$ cat src/rtl/sfe_pkg.sv
package sfe_pkg;
  localparam int WORD_W    = 32;
  localparam int CNT_W     = 4;
  localparam int MAX_TX    = 8;
  localparam int MAX_RX    = 4;
  localparam int CMD_BYTES = 4;
  localparam int MAX_BITS  = (MAX_TX + MAX_RX) * 8;
  localparam int IDX_W     = $clog2(MAX_BITS);
  localparam int TXS_W     = $clog2(MAX_TX);

  localparam int OFS_CTL = 'h0;
  localparam int OFS_CMD = 'h4;
  localparam int OFS_DAT = 'h8;

  localparam int TXC_LSB   = 0;
  localparam int RXC_LSB   = 4;
  localparam int START_BIT = 8;
  localparam int BUSY_BIT  = 16;

  function automatic logic [CNT_W-1:0] clamp_cnt(logic [CNT_W-1:0] v, int lim);
    return (int'(v) > lim) ? CNT_W'(lim) : v;
  endfunction
endpackage

$ cat src/rtl/sfe_sclk_gen.sv
module sfe_sclk_gen #(
  parameter int SCK_DIV = 4
) (
  input  logic clk_i,
  input  logic rst_ni,
  input  logic run_i,
  output logic sclk_o,
  output logic rise_o,
  output logic fall_o
);
  localparam int HALF = SCK_DIV / 2;
  localparam int CW   = (HALF > 1) ? $clog2(HALF) : 1;

  logic [CW-1:0] cnt_q;
  logic          sclk_q;
  logic          tick;

  assign tick   = run_i && (cnt_q == CW'(HALF - 1));
  assign rise_o = tick && !sclk_q;
  assign fall_o = tick && sclk_q;
  assign sclk_o = sclk_q;

  always_ff @(posedge clk_i or negedge rst_ni) begin
    if (!rst_ni) begin
      cnt_q  <= '0;
      sclk_q <= 1'b0;
    end else if (!run_i) begin
      cnt_q  <= '0;
      sclk_q <= 1'b0;
    end else if (tick) begin
      cnt_q  <= '0;
      sclk_q <= ~sclk_q;
    end else begin
      cnt_q  <= cnt_q + 1'b1;
    end
  end
endmodule

$ cat src/rtl/sfe_regs.sv
module sfe_regs
  import sfe_pkg::*;
#(
  parameter int ADDR_W = 4
) (
  input  logic              clk_i,
  input  logic              rst_ni,
  input  logic              wr_en_i,
  input  logic [ADDR_W-1:0] addr_i,
  input  logic [WORD_W-1:0] wdata_i,
  input  logic              busy_i,
  input  logic              done_i,
  input  logic [WORD_W-1:0] rx_sr_i,
  output logic              start_o,
  output logic [CNT_W-1:0]  tx_eff_o,
  output logic [CNT_W-1:0]  rx_eff_o,
  output logic [WORD_W-1:0] cmd_o,
  output logic [WORD_W-1:0] data_o,
  output logic [WORD_W-1:0] rdata_o
);
  logic [CNT_W-1:0]  tx_q, rx_q;
  logic [WORD_W-1:0] cmd_q, data_q, data_rx, ctl_rd;
  logic              sel_ctl, sel_cmd, sel_dat, wr_ok;

  assign sel_ctl = (addr_i == ADDR_W'(OFS_CTL));
  assign sel_cmd = (addr_i == ADDR_W'(OFS_CMD));
  assign sel_dat = (addr_i == ADDR_W'(OFS_DAT));
  assign wr_ok   = wr_en_i && !busy_i;

  assign start_o  = wr_ok && sel_ctl && wdata_i[START_BIT] &&
                    (wdata_i[TXC_LSB +: CNT_W] != '0);
  assign tx_eff_o = clamp_cnt(tx_q, MAX_TX);
  assign rx_eff_o = clamp_cnt(rx_q, MAX_RX);
  assign cmd_o    = cmd_q;
  assign data_o   = data_q;

  // collected bits hold the first byte highest; flip to right-aligned order
  always_comb begin
    data_rx = '0;
    for (int k = 0; k < MAX_RX; k++) begin
      if (k < int'(rx_eff_o))
        data_rx[8*k +: 8] = rx_sr_i[8*(int'(rx_eff_o) - 1 - k) +: 8];
    end
  end

  always_comb begin
    ctl_rd                     = '0;
    ctl_rd[TXC_LSB +: CNT_W]   = tx_q;
    ctl_rd[RXC_LSB +: CNT_W]   = rx_q;
    ctl_rd[BUSY_BIT]           = busy_i;
    if (sel_ctl)      rdata_o = ctl_rd;
    else if (sel_cmd) rdata_o = cmd_q;
    else if (sel_dat) rdata_o = data_q;
    else              rdata_o = '0;
  end

  always_ff @(posedge clk_i or negedge rst_ni) begin
    if (!rst_ni) begin
      tx_q   <= '0;
      rx_q   <= '0;
      cmd_q  <= '0;
      data_q <= '0;
    end else if (wr_ok) begin
      if (sel_ctl) begin
        tx_q <= wdata_i[TXC_LSB +: CNT_W];
        rx_q <= wdata_i[RXC_LSB +: CNT_W];
      end
      if (sel_cmd) cmd_q  <= wdata_i;
      if (sel_dat) data_q <= wdata_i;
    end else if (done_i && (rx_eff_o != '0)) begin
      data_q <= data_rx;
    end
  end
endmodule

$ cat src/rtl/sfe_seq.sv
module sfe_seq
  import sfe_pkg::*;
(
  input  logic              clk_i,
  input  logic              rst_ni,
  input  logic              start_i,
  input  logic [CNT_W-1:0]  tx_eff_i,
  input  logic [CNT_W-1:0]  rx_eff_i,
  input  logic [WORD_W-1:0] cmd_i,
  input  logic [WORD_W-1:0] data_i,
  input  logic              rise_i,
  input  logic              fall_i,
  input  logic              miso_i,
  output logic              busy_o,
  output logic              cs_no,
  output logic              mosi_o,
  output logic              done_o,
  output logic [WORD_W-1:0] rx_sr_o
);
  logic [7:0]        tx_byte [MAX_TX];
  logic [IDX_W-1:0]  idx_q;
  logic [IDX_W:0]    n_bits, tx_bits;
  logic              busy_q, cs_nq, in_tx, last;
  logic [WORD_W-1:0] rx_sr_q;

  // command word: opcode first, then address high to low; data word LSB first
  for (genvar i = 0; i < MAX_TX; i++) begin : g_txb
    if (i == 0) begin : g_op
      assign tx_byte[i] = cmd_i[7:0];
    end else if (i < CMD_BYTES) begin : g_adr
      assign tx_byte[i] = cmd_i[WORD_W-1-8*(i-1) -: 8];
    end else begin : g_dat
      assign tx_byte[i] = data_i[8*(i-CMD_BYTES) +: 8];
    end
  end

  assign n_bits  = (IDX_W+1)'((int'(tx_eff_i) + int'(rx_eff_i)) * 8);
  assign tx_bits = (IDX_W+1)'(int'(tx_eff_i) * 8);
  assign in_tx   = ({1'b0, idx_q} < tx_bits);
  assign last    = ({1'b0, idx_q} == n_bits - 1'b1);

  assign mosi_o  = busy_q && in_tx && tx_byte[idx_q[3 +: TXS_W]][~idx_q[2:0]];
  assign done_o  = busy_q && fall_i && last;
  assign busy_o  = busy_q;
  assign cs_no   = cs_nq;
  assign rx_sr_o = rx_sr_q;

  always_ff @(posedge clk_i or negedge rst_ni) begin
    if (!rst_ni) begin
      busy_q  <= 1'b0;
      cs_nq   <= 1'b1;
      idx_q   <= '0;
      rx_sr_q <= '0;
    end else if (start_i) begin
      busy_q  <= 1'b1;
      cs_nq   <= 1'b0;
      idx_q   <= '0;
      rx_sr_q <= '0;
    end else if (busy_q) begin
      if (rise_i && !in_tx)
        rx_sr_q <= {rx_sr_q[WORD_W-2:0], miso_i};
      if (fall_i) begin
        if (last) begin
          busy_q <= 1'b0;
          cs_nq  <= 1'b1;
          idx_q  <= '0;
        end else begin
          idx_q  <= idx_q + 1'b1;
        end
      end
    end
  end
endmodule

$ cat src/rtl/sflash_cmd_engine.sv
module sflash_cmd_engine
  import sfe_pkg::*;
#(
  parameter int ADDR_W  = 4,
  parameter int SCK_DIV = 4
) (
  input  logic              clk_i,
  input  logic              rst_ni,
  input  logic              wr_en_i,
  input  logic [ADDR_W-1:0] addr_i,
  input  logic [31:0]       wdata_i,
  output logic [31:0]       rdata_o,
  output logic              sclk_o,
  output logic              cs_no,
  output logic              mosi_o,
  input  logic              miso_i
);
  logic              start, busy, done, rise, fall;
  logic [CNT_W-1:0]  tx_eff, rx_eff;
  logic [WORD_W-1:0] cmd_w, data_w, rx_sr;

  sfe_regs #(.ADDR_W(ADDR_W)) u_regs (
    .clk_i    (clk_i),
    .rst_ni   (rst_ni),
    .wr_en_i  (wr_en_i),
    .addr_i   (addr_i),
    .wdata_i  (wdata_i),
    .busy_i   (busy),
    .done_i   (done),
    .rx_sr_i  (rx_sr),
    .start_o  (start),
    .tx_eff_o (tx_eff),
    .rx_eff_o (rx_eff),
    .cmd_o    (cmd_w),
    .data_o   (data_w),
    .rdata_o  (rdata_o)
  );

  sfe_sclk_gen #(.SCK_DIV(SCK_DIV)) u_sclk (
    .clk_i  (clk_i),
    .rst_ni (rst_ni),
    .run_i  (busy),
    .sclk_o (sclk_o),
    .rise_o (rise),
    .fall_o (fall)
  );

  sfe_seq u_seq (
    .clk_i    (clk_i),
    .rst_ni   (rst_ni),
    .start_i  (start),
    .tx_eff_i (tx_eff),
    .rx_eff_i (rx_eff),
    .cmd_i    (cmd_w),
    .data_i   (data_w),
    .rise_i   (rise),
    .fall_i   (fall),
    .miso_i   (miso_i),
    .busy_o   (busy),
    .cs_no    (cs_no),
    .mosi_o   (mosi_o),
    .done_o   (done),
    .rx_sr_o  (rx_sr)
  );
endmodule

$ cat config.mk
export PLATFORM = sky130hd
export DESIGN_NAME = sflash_cmd_engine
export DESIGN_NICKNAME = d
export VERILOG_FILES = /design/src/rtl/sfe_pkg.sv /design/src/rtl/sfe_sclk_gen.sv /design/src/rtl/sfe_regs.sv /design/src/rtl/sfe_seq.sv /design/src/rtl/sflash_cmd_engine.sv
export SDC_FILE = /design/constraint.sdc
export NUM_CORES = 1
export LEC_CHECK = 0
export CAP_MARGIN = 10
export CORE_MARGIN = 3
export CORE_UTILIZATION = 59
export CTS_BUF_LIST = sky130_fd_sc_hd__clkbuf_8
export CTS_CLUSTER_SIZE = 14
export DETAILED_ROUTE_END_ITERATION = 8
export PLACE_DENSITY = 0.83
export SETUP_SLACK_MARGIN = 0.5
export SLEW_MARGIN = 15
export SYNTH_ARGS = -nofsm -noshare
export SYNTH_HDL_FRONTEND = slang
export SYNTH_SLANG_ARGS = --single-unit
export TNS_END_PERCENT = 10
$ cat constraint.sdc
create_clock -name clk_i -period 5.4 [get_ports clk_i]
set_input_delay 0.54 -clock clk_i [delete_from_list [all_inputs] [get_ports clk_i]]
set_output_delay 0.54 -clock clk_i [all_outputs]
set_load 0.01 [all_outputs]
==> results by group, run 1 <==
Outcome
  • Outcome: finished, final reports clean

Critical path
  • Crit Path Max Fanout: 32
  • CP Class: reg2reg
  • CP Capture Type: flop
  • Worst Path Required: roughly 5.8 ns
  • Worst Path Buf+Inv: 1
  • Cells along the critical path: nand2_1 -> clkinv_1 -> ha_1 -> fa_1 -> xor2_1 -> o31a_1 -> or4b_1 -> mux2i_2 -> o211ai_2 -> nand2_4 -> mux2_2
  • Crit path DAT: 4.73 ns
  • Crit path depth: 11
  • Path depth of the worst reg2reg path: 11
  • Slowest cell on the critical path: dfrtp_1
  • Critical path launch point type: flop
  • CP delay by family, top: simple AND/OR/NAND/NOR gates
  • Max stage delay on crit path: about 0.60 ns

STA
  • Pins over their slew limit: 0
  • Worst-Margin Slew: 1.039 ns
  • RSZ-0062 raised after global routing: false
  • Fin crit period: roughly 4.4 ns
  • Setup Skew: approximately 0.013 ns
  • Final setup fails: 0
  • Final worst-path cycle share: roughly 81%
  • Max_slew headroom: 30.50%
  • FMAX: 0.2283 GHz
  • Fin. Hold Viols: 0
  • TNS Setup: 0 ns
  • Final WS setup: 1.019 ns

Clocking
  • Clock insertion delay at the later pin of the skew report: 0.47 ns
  • Total CTS buffers: 17
  • CTS H-tree lvls: 4
  • Cts-stage hold buffer count: 0
  • Clock slew at reported path FFs: 0.07 ns
  • Clk sinks: ~120
  • TritonCTS clock tree: done
  • Post-CTS setup repair buffer count: 0
  • Clock tree root driver cell: clkbuf_8
  • Post_cts resized: 0
  • Clock buffer depth: 2

Placement
  • Placer Congestion: 0.9498
  • Pre-CTS setup slack: 1.092 ns
  • IO buf count: 74
  • Placed cells: 816
  • Post-DP HPWL: 14150 microns

GRT
  • Largest net degree at the start of global routing: 70
  • Initial antenna violation count: 0
  • Vias in the first global route: 5489
  • Global-route wire length before repair: 30280 microns
  • Total GRT Usage: 30.60%
  • Grt total ovfl: 0

Synthesis
  • Avg Cell Area, Syn: about 11 sq um
  • Post-synth net total: roughly 690
  • Sequential area share after synthesis: 40.88%
  • Gate Count Post-Synth: 634
  • Synthesized area: a little over 0.007 sq mm
  • Synth warn: 0
  • Synth Flop Type: dfrtp_1
  • Cell variety after synth: 50
  • Yosys reg bits: 115
  • Async S/R FF share, synth: 100.0%
  • Post-synth EDFFs: 0

Power
  • Clk pwr share: ~22%
  • Pleak: 0.003527 uW
  • Reg power frac: 40.8%
  • Pwr/cell area: around 480 mW/mm^2
  • Combinational share of power: 37.5%
  • Sw Pwr: 1460 uW
  • P_int: 2464 uW
  • Switching part of the total: 37.21%
  • Tot Pwr: 3924 uW
  • Maximum vdd drop: 0.0002897 V

Floorplan
  • Io pins: 75
  • Die span in x: 115.3 microns
  • Starting Density: 60.89%
  • Core area: 0.01156 sq mm
  • Row cnt: 39
  • Die H: 115.3 microns
  • DIE AREA: 0.01328 sq mm

Detailed routing
  • Pre-Repair DR Iteration Count: 6
  • Top sig layer: met4
  • Residual DRC count: 0
  • Met3 wire len: about 2100 microns
  • Total Wirelength: 19410 microns
  • Routed length on met1: 7929 microns
  • Routed vias/inst: 6.646
  • Via count: around 5600
  • Met2 WL: 8819 microns
  • Starting DRT DRC Count: 584
  • WL/cell: 22.89 microns
  • Detail Route Antenna Nets: 0

Hold path
  • Worst min path class: in2async

Layout
  • Antenna diode count: 0
  • Commonest non-fill, non-tap cell in the layout: dfrtp_1
  • Final #Nets: between 700 and 800
  • Most frequent cells in the layout: dfrtp_1 (114), nand2_1 (93), clkdlybuf4s50_1 (73)
  • Final std cells w/o fill: 848
  • Final Util: 71.38%
  • Area grow syn2layout: 17.24%
  • Fill cells: just over 800
  • Share of layout cells above drive strength 1: between 20% and 30%

Flow run
  • Max-cap violations: 0
## routing by layer
| metal | vias up | track usage (%) |
|---|---|---|
| met5 | - | 0 |
| met4 | 0 | 12.36 |
| met3 | 60 | 6.895 |
| met2 | 364 | 45.79 |
| met1 | 2780 | 43.65 |
| li1 | 2432 | - |
## stage by stage
| stage | area (sq um) | hold WS, ns |
|---|---|---|
| CTS | 8250 | 0.08664 |
| detailed placement | 7831 | 0.4531 |
| global route | 8255 | 0.1127 |
| finish | 8255 | 0.08315 |
| global placement | 7831 | 0.4479 |
| floorplan | 7042 | 0.2444 |
## worst paths after layout
path / start / endpoint / slack, ns
worst min register to register: u_seq.cs_no / u_seq.cs_no / 0.47
worst max register to register: u_regs.rx_q[0] / u_regs.data_o[27] / 1.02
min in group clk_i: u_seq.cs_no / u_seq.cs_no / 0.47
worst min-delay path: rst_ni / u_regs.cmd_o[2] / 0.08
worst max-delay path: u_regs.rx_q[0] / u_regs.data_o[27] / 1.02
max in group asynchronous: rst_ni / u_seq.rx_sr_o[6] / 4.05
## power groups by stage
stage | Clock, uW | Sequential [uW] | Combinational (uW)
global route | 895 | 1630 | 1590
global placement | 0 | 1570 | 1390
finish | 851 | 1600 | 1470
floorplan | 0 | 1380 | 1160
detailed placement | 0 | 1590 | 1450
CTS | 858 | 1580 | 1460
## cells by family (layout without fill, tap and decap cells)
kind of cell / Yosys count / after routing / share of synthesized area, %
AO/OA/AOI/OAI: 119 / 119 / 11.73
XOR/XNOR: 14 / 14 / 1.741
adder cells (fa/ha/maj): 15 / 15 / 2.772
buffers and inverters: 56 / 127 / 3.820
flip-flops: 115 / 115 / 40.88
multiplexers: 129 / 129 / 27.68
other: 1 / 1 / 0.05325
AND/OR/NAND/NOR: 185 / 185 / 11.32
## cell usage after synthesis, types with 4 or more instances
cell type / n / area share (%)
a21oi_1: 17 / 1.2
a22o_1: 24 / 3.0
a22oi_1: 24 / 2.6
a32o_1: 8 / 1.1
and3_1: 4 / 0.36
buf_1: 6 / 0.32
buf_2: 5 / 0.36
clkbuf_1: 31 / 1.7
dfrtp_1: 114 / 41
ha_1: 14 / 2.5
inv_1: 8 / 0.43
mux2_2: 43 / 6.9
mux2_4: 30 / 6.4
mux2i_1: 19 / 2.7
mux4_2: 36 / 12
nand2_1: 93 / 5.0
nand3_1: 12 / 0.85
nand4_1: 4 / 0.36
nor2_1: 53 / 2.8
o21ai_0: 35 / 2.5
xnor2_1: 5 / 0.62
xor2_1: 9 / 1.1
## registers in the layout (all words and copies together) (netlist names)
| register | count |
|---|---|
| u_regs.cmd_o | 32 |
| u_regs.data_o | 32 |
| u_seq.rx_sr_o | 32 |
| u_seq.idx_q | 7 |
| u_regs.rx_q | 4 |
| u_regs.tx_q | 4 |
| u_sclk.cnt_q | 1 |
| u_sclk.sclk_o | 1 |
| u_seq.busy_o | 1 |
| u_seq.cs_no | 1 |
## layout make-up
cell class | count | area (sq um) | share of cell area, %
Multi-Input combinational cell | 463 | 3920 | 47.48
Clock buffer | 19 | 261.5 | 3.168
Tap cell | 143 | 178.9 | 2.167
Clock inverter | 13 | 157.7 | 1.910
Timing Repair Buffer | 85 | 820.8 | 9.942
Sequential cell | 115 | 2879 | 34.87
Inverter | 10 | 37.54 | 0.4547
## worst register-to-register path, cell delays in order (launching register included)
cell and delay (ns):
dfrtp_1 0.60, nand2_1 0.46, clkinv_1 0.18, ha_1 0.26, fa_1 0.40, xor2_1 0.23, o31a_1 0.28, or4b_1 0.54
mux2i_2 0.24, o211ai_2 0.15, nand2_4 0.50, mux2_2 0.43
Note: power is estimated with default switching activity, not from simulation.
==> run 2, diff against run 1 <==
Clock period 5.4 ns to 4.1 ns, I/O delays scaled along.
==> results by group, run 2 (synthesis results as in run 1) <==
Clocking
  • Clock insertion delay at the later pin of the skew report: 0.45 ns (-0.02 ns)
  • Clk sinks: 115 (unchanged)
  • Total CTS buffers: 17 (unchanged)
  • Clock slew at reported path FFs: 0.08 ns (about the same)
  • Clock buffer depth: 2 (unchanged)
  • TritonCTS clock tree: done
  • Clock tree root driver cell: clkbuf_8
  • CTS H-tree lvls: 4 (unchanged)

STA
  • Fin crit period: 3.544 ns (-0.8372 ns)
  • Hold_ws: 0.4665 ns (+0.3833 ns)
  • RSZ-0062 raised after global routing: true
  • Worst-Margin Slew: 1.109 ns (+0.07029 ns)
  • Setup Skew: 0.01340 ns (-0.00003020 ns)
  • Max_slew headroom: 25.62% (-4.9 points)
  • Fin. Hold Viols: 0 (unchanged)
  • Final setup fails: 0 (unchanged)
  • TNS Setup: 0 ns (unchanged)
  • FMAX: 0.2822 GHz (+24%)
  • Pins over their slew limit: 0 (unchanged)
  • Final worst-path cycle share: 86.44% (+5.3 points)

Layout
  • Reg area: 0.002884 sq mm (+0.17%)
  • Share of layout cells above drive strength 1: 25.66% (+2.5 points)
  • Commonest non-fill, non-tap cell in the layout: dfrtp_1
  • Most frequent cells in the layout: dfrtp_1 (112), nand2_1 (93), clkdlybuf4s50_1 (73)
  • Area grow syn2layout: 19.79%
  • Final #Nets: 767 (+2.7%)
  • Final Util: 72.94% (+1.6 points)
  • Multi-input gate area: 0.003990 sq mm (+1.8%)
  • Fill cells: 779 (-5.0%)

Floorplan
  • Io pins: 75 (unchanged)
  • Die span in x: 115.3 microns (unchanged)
  • Starting Density: 60.89% (unchanged)
  • DIE AREA: 0.01328 sq mm (unchanged)
  • Core area: 0.01156 sq mm (unchanged)
  • Row cnt: 39 (unchanged)
  • Die H: 115.3 microns (unchanged)

Placement
  • Post-DP HPWL: 14270 microns (+0.89%)
  • IO buf count: 74 (unchanged)
  • Placer Congestion: 0.9450 (-0.51%)

Power
  • Tot Pwr: 5153 uW (+31%)
  • Maximum vdd drop: 0.0003782 V (+31%)
  • Pwr/cell area: 610.9 mW/mm^2 (+29%)
  • Pleak: 0.003614 uW (+2.5%)

Detailed routing
  • Via count: 5823 (+3.3%)
  • Pre-Repair DR Iteration Count: 5 (-1)
  • Residual DRC count: 0 (unchanged)
  • Top sig layer: met4
  • Detail Route Antenna Nets: 0 (unchanged)
  • Met2 WL: 9509 microns (+7.8%)
  • Met3 wire len: 2388 microns (+16%)
  • Routed length on met1: 8095 microns (+2.1%)
  • Routed vias/inst: 6.701 (+0.82%)
  • Total Wirelength: 20570 microns (+6.0%)
  • WL/cell: 23.67 microns (+3.4%)
  • Starting DRT DRC Count: 712 (+22%)

Critical path
  • Worst Path Required: 4.43 ns (-1.32 ns)
  • CP delay by family, top: simple AND/OR/NAND/NOR gates
  • Worst Path Buf+Inv: 2 (+1)
  • Cells along the critical path: nor2_4 -> nand2_1 -> clkinv_1 -> ha_1 -> fa_1 -> xor2_1 -> o31a_1 -> or4b_4 -> mux2i_4 -> o211ai_4 -> nand2_4 -> buf_12 -> mux2_4
  • FF-to-FF Start: u_regs.rx_q[2]
  • CP Class: reg2reg
  • CP Capture Type: flop
  • Crit path DAT: 3.88 ns (-0.85 ns)
  • CP Launch Point: u_regs.rx_q[2]
  • Max stage delay on crit path: 0.57 ns (-0.03 ns)
  • Critical path launch point type: flop
  • Slowest cell on the critical path: or4b_4
  • Crit Path Max Fanout: 8 (-75%)

GRT
  • Initial antenna violation count: 0 (unchanged)
  • Global-route wire length before repair: 31710 microns (+4.7%)
  • Total GRT Usage: 31.62% (+1.0 points)
  • Vias in the first global route: 5734 (+4.5%)
  • Grt total ovfl: 0 (unchanged)
  • Largest net degree at the start of global routing: 55 (-21%)

Outcome
  • Outcome: finished, final reports clean

Flow run
  • Max-cap violations: 0 (unchanged)

Hold path
  • Worst min path class: in2async
-- run 2: metal layers --
layer | up-vias | GRT usage, %
met1 | 2876 | 43.90
li1 | 2484 | -
met2 | 411 | 46.64
met5 | - | 0
met4 | 0 | 11.50
met3 | 52 | 10.74
-- run 2: power by group --
part	switching [uW]	internal, uW
Clock	473	478
Combinational	938	1160
Sequential	569	1540
-- run 2: area by class of cell --
type / count / area share, %
diodes: 1 / 0.02966
inverters: 10 / 0.4450
clock inverters: 14 / 1.172
repair buffers: 103 / 11.81
flip-flops and latches: 115 / 34.19
multi-input cells: 465 / 47.30
clock buffers: 18 / 2.937
well taps: 143 / 2.121
-- run 2: worst register-to-register path, cell delays in order, from the launching register on --
cell and delay (ns):
dfrtp_1 0.42, nor2_4 0.08, nand2_1 0.11, clkinv_1 0.11
ha_1 0.24, fa_1 0.41, xor2_1 0.23, o31a_1 0.32
or4b_4 0.57, mux2i_4 0.19, o211ai_4 0.18, nand2_4 0.14
buf_12 0.16, mux2_4 0.31
-- run 2: final timing paths --
| check | slack [ns] | endpoint | depth (start not counted) |
|---|---|---|---|
| min in group clk_i | 0.47 | u_seq.cs_no | 2 |
| worst min-delay path | 0.47 | u_sclk.cnt_q | 2 |
| max in group asynchronous | 2.68 | u_regs.rx_q[0] | 3 |
| worst max-delay path | 0.56 | u_regs.data_o[10] | 13 |
| worst max register to register | 0.56 | u_regs.data_o[10] | 13 |
| worst min register to register | 0.47 | u_seq.cs_no | 2 |
-- run 2: what timing repair did --
action,4_1_cts,5_1_grt
endpoints found under the hold margin,35,0
setup endpoints to repair,33,33
setup buffers,2,6
gates cloned,1,1
hold buffers,1,0
resized for setup,4,7
pin swaps,2,3
-- run 2: metrics by stage --
| stage | instances | setup slack (ns) | instance area, sq um |
|---|---|---|---|
| 2_1_floorplan | 634 | 0.5190 | 7048 |
| 3_3_place_gp | 825 | 0.4511 | 7901 |
| 3_5_place_dp | 825 | 0.3122 | 7901 |
| 4_1_cts | 861 | 0.4720 | 8323 |
| 5_1_grt | 868 | 0.4072 | 8433 |
| 6_report | 869 | 0.5561 | 8436 |
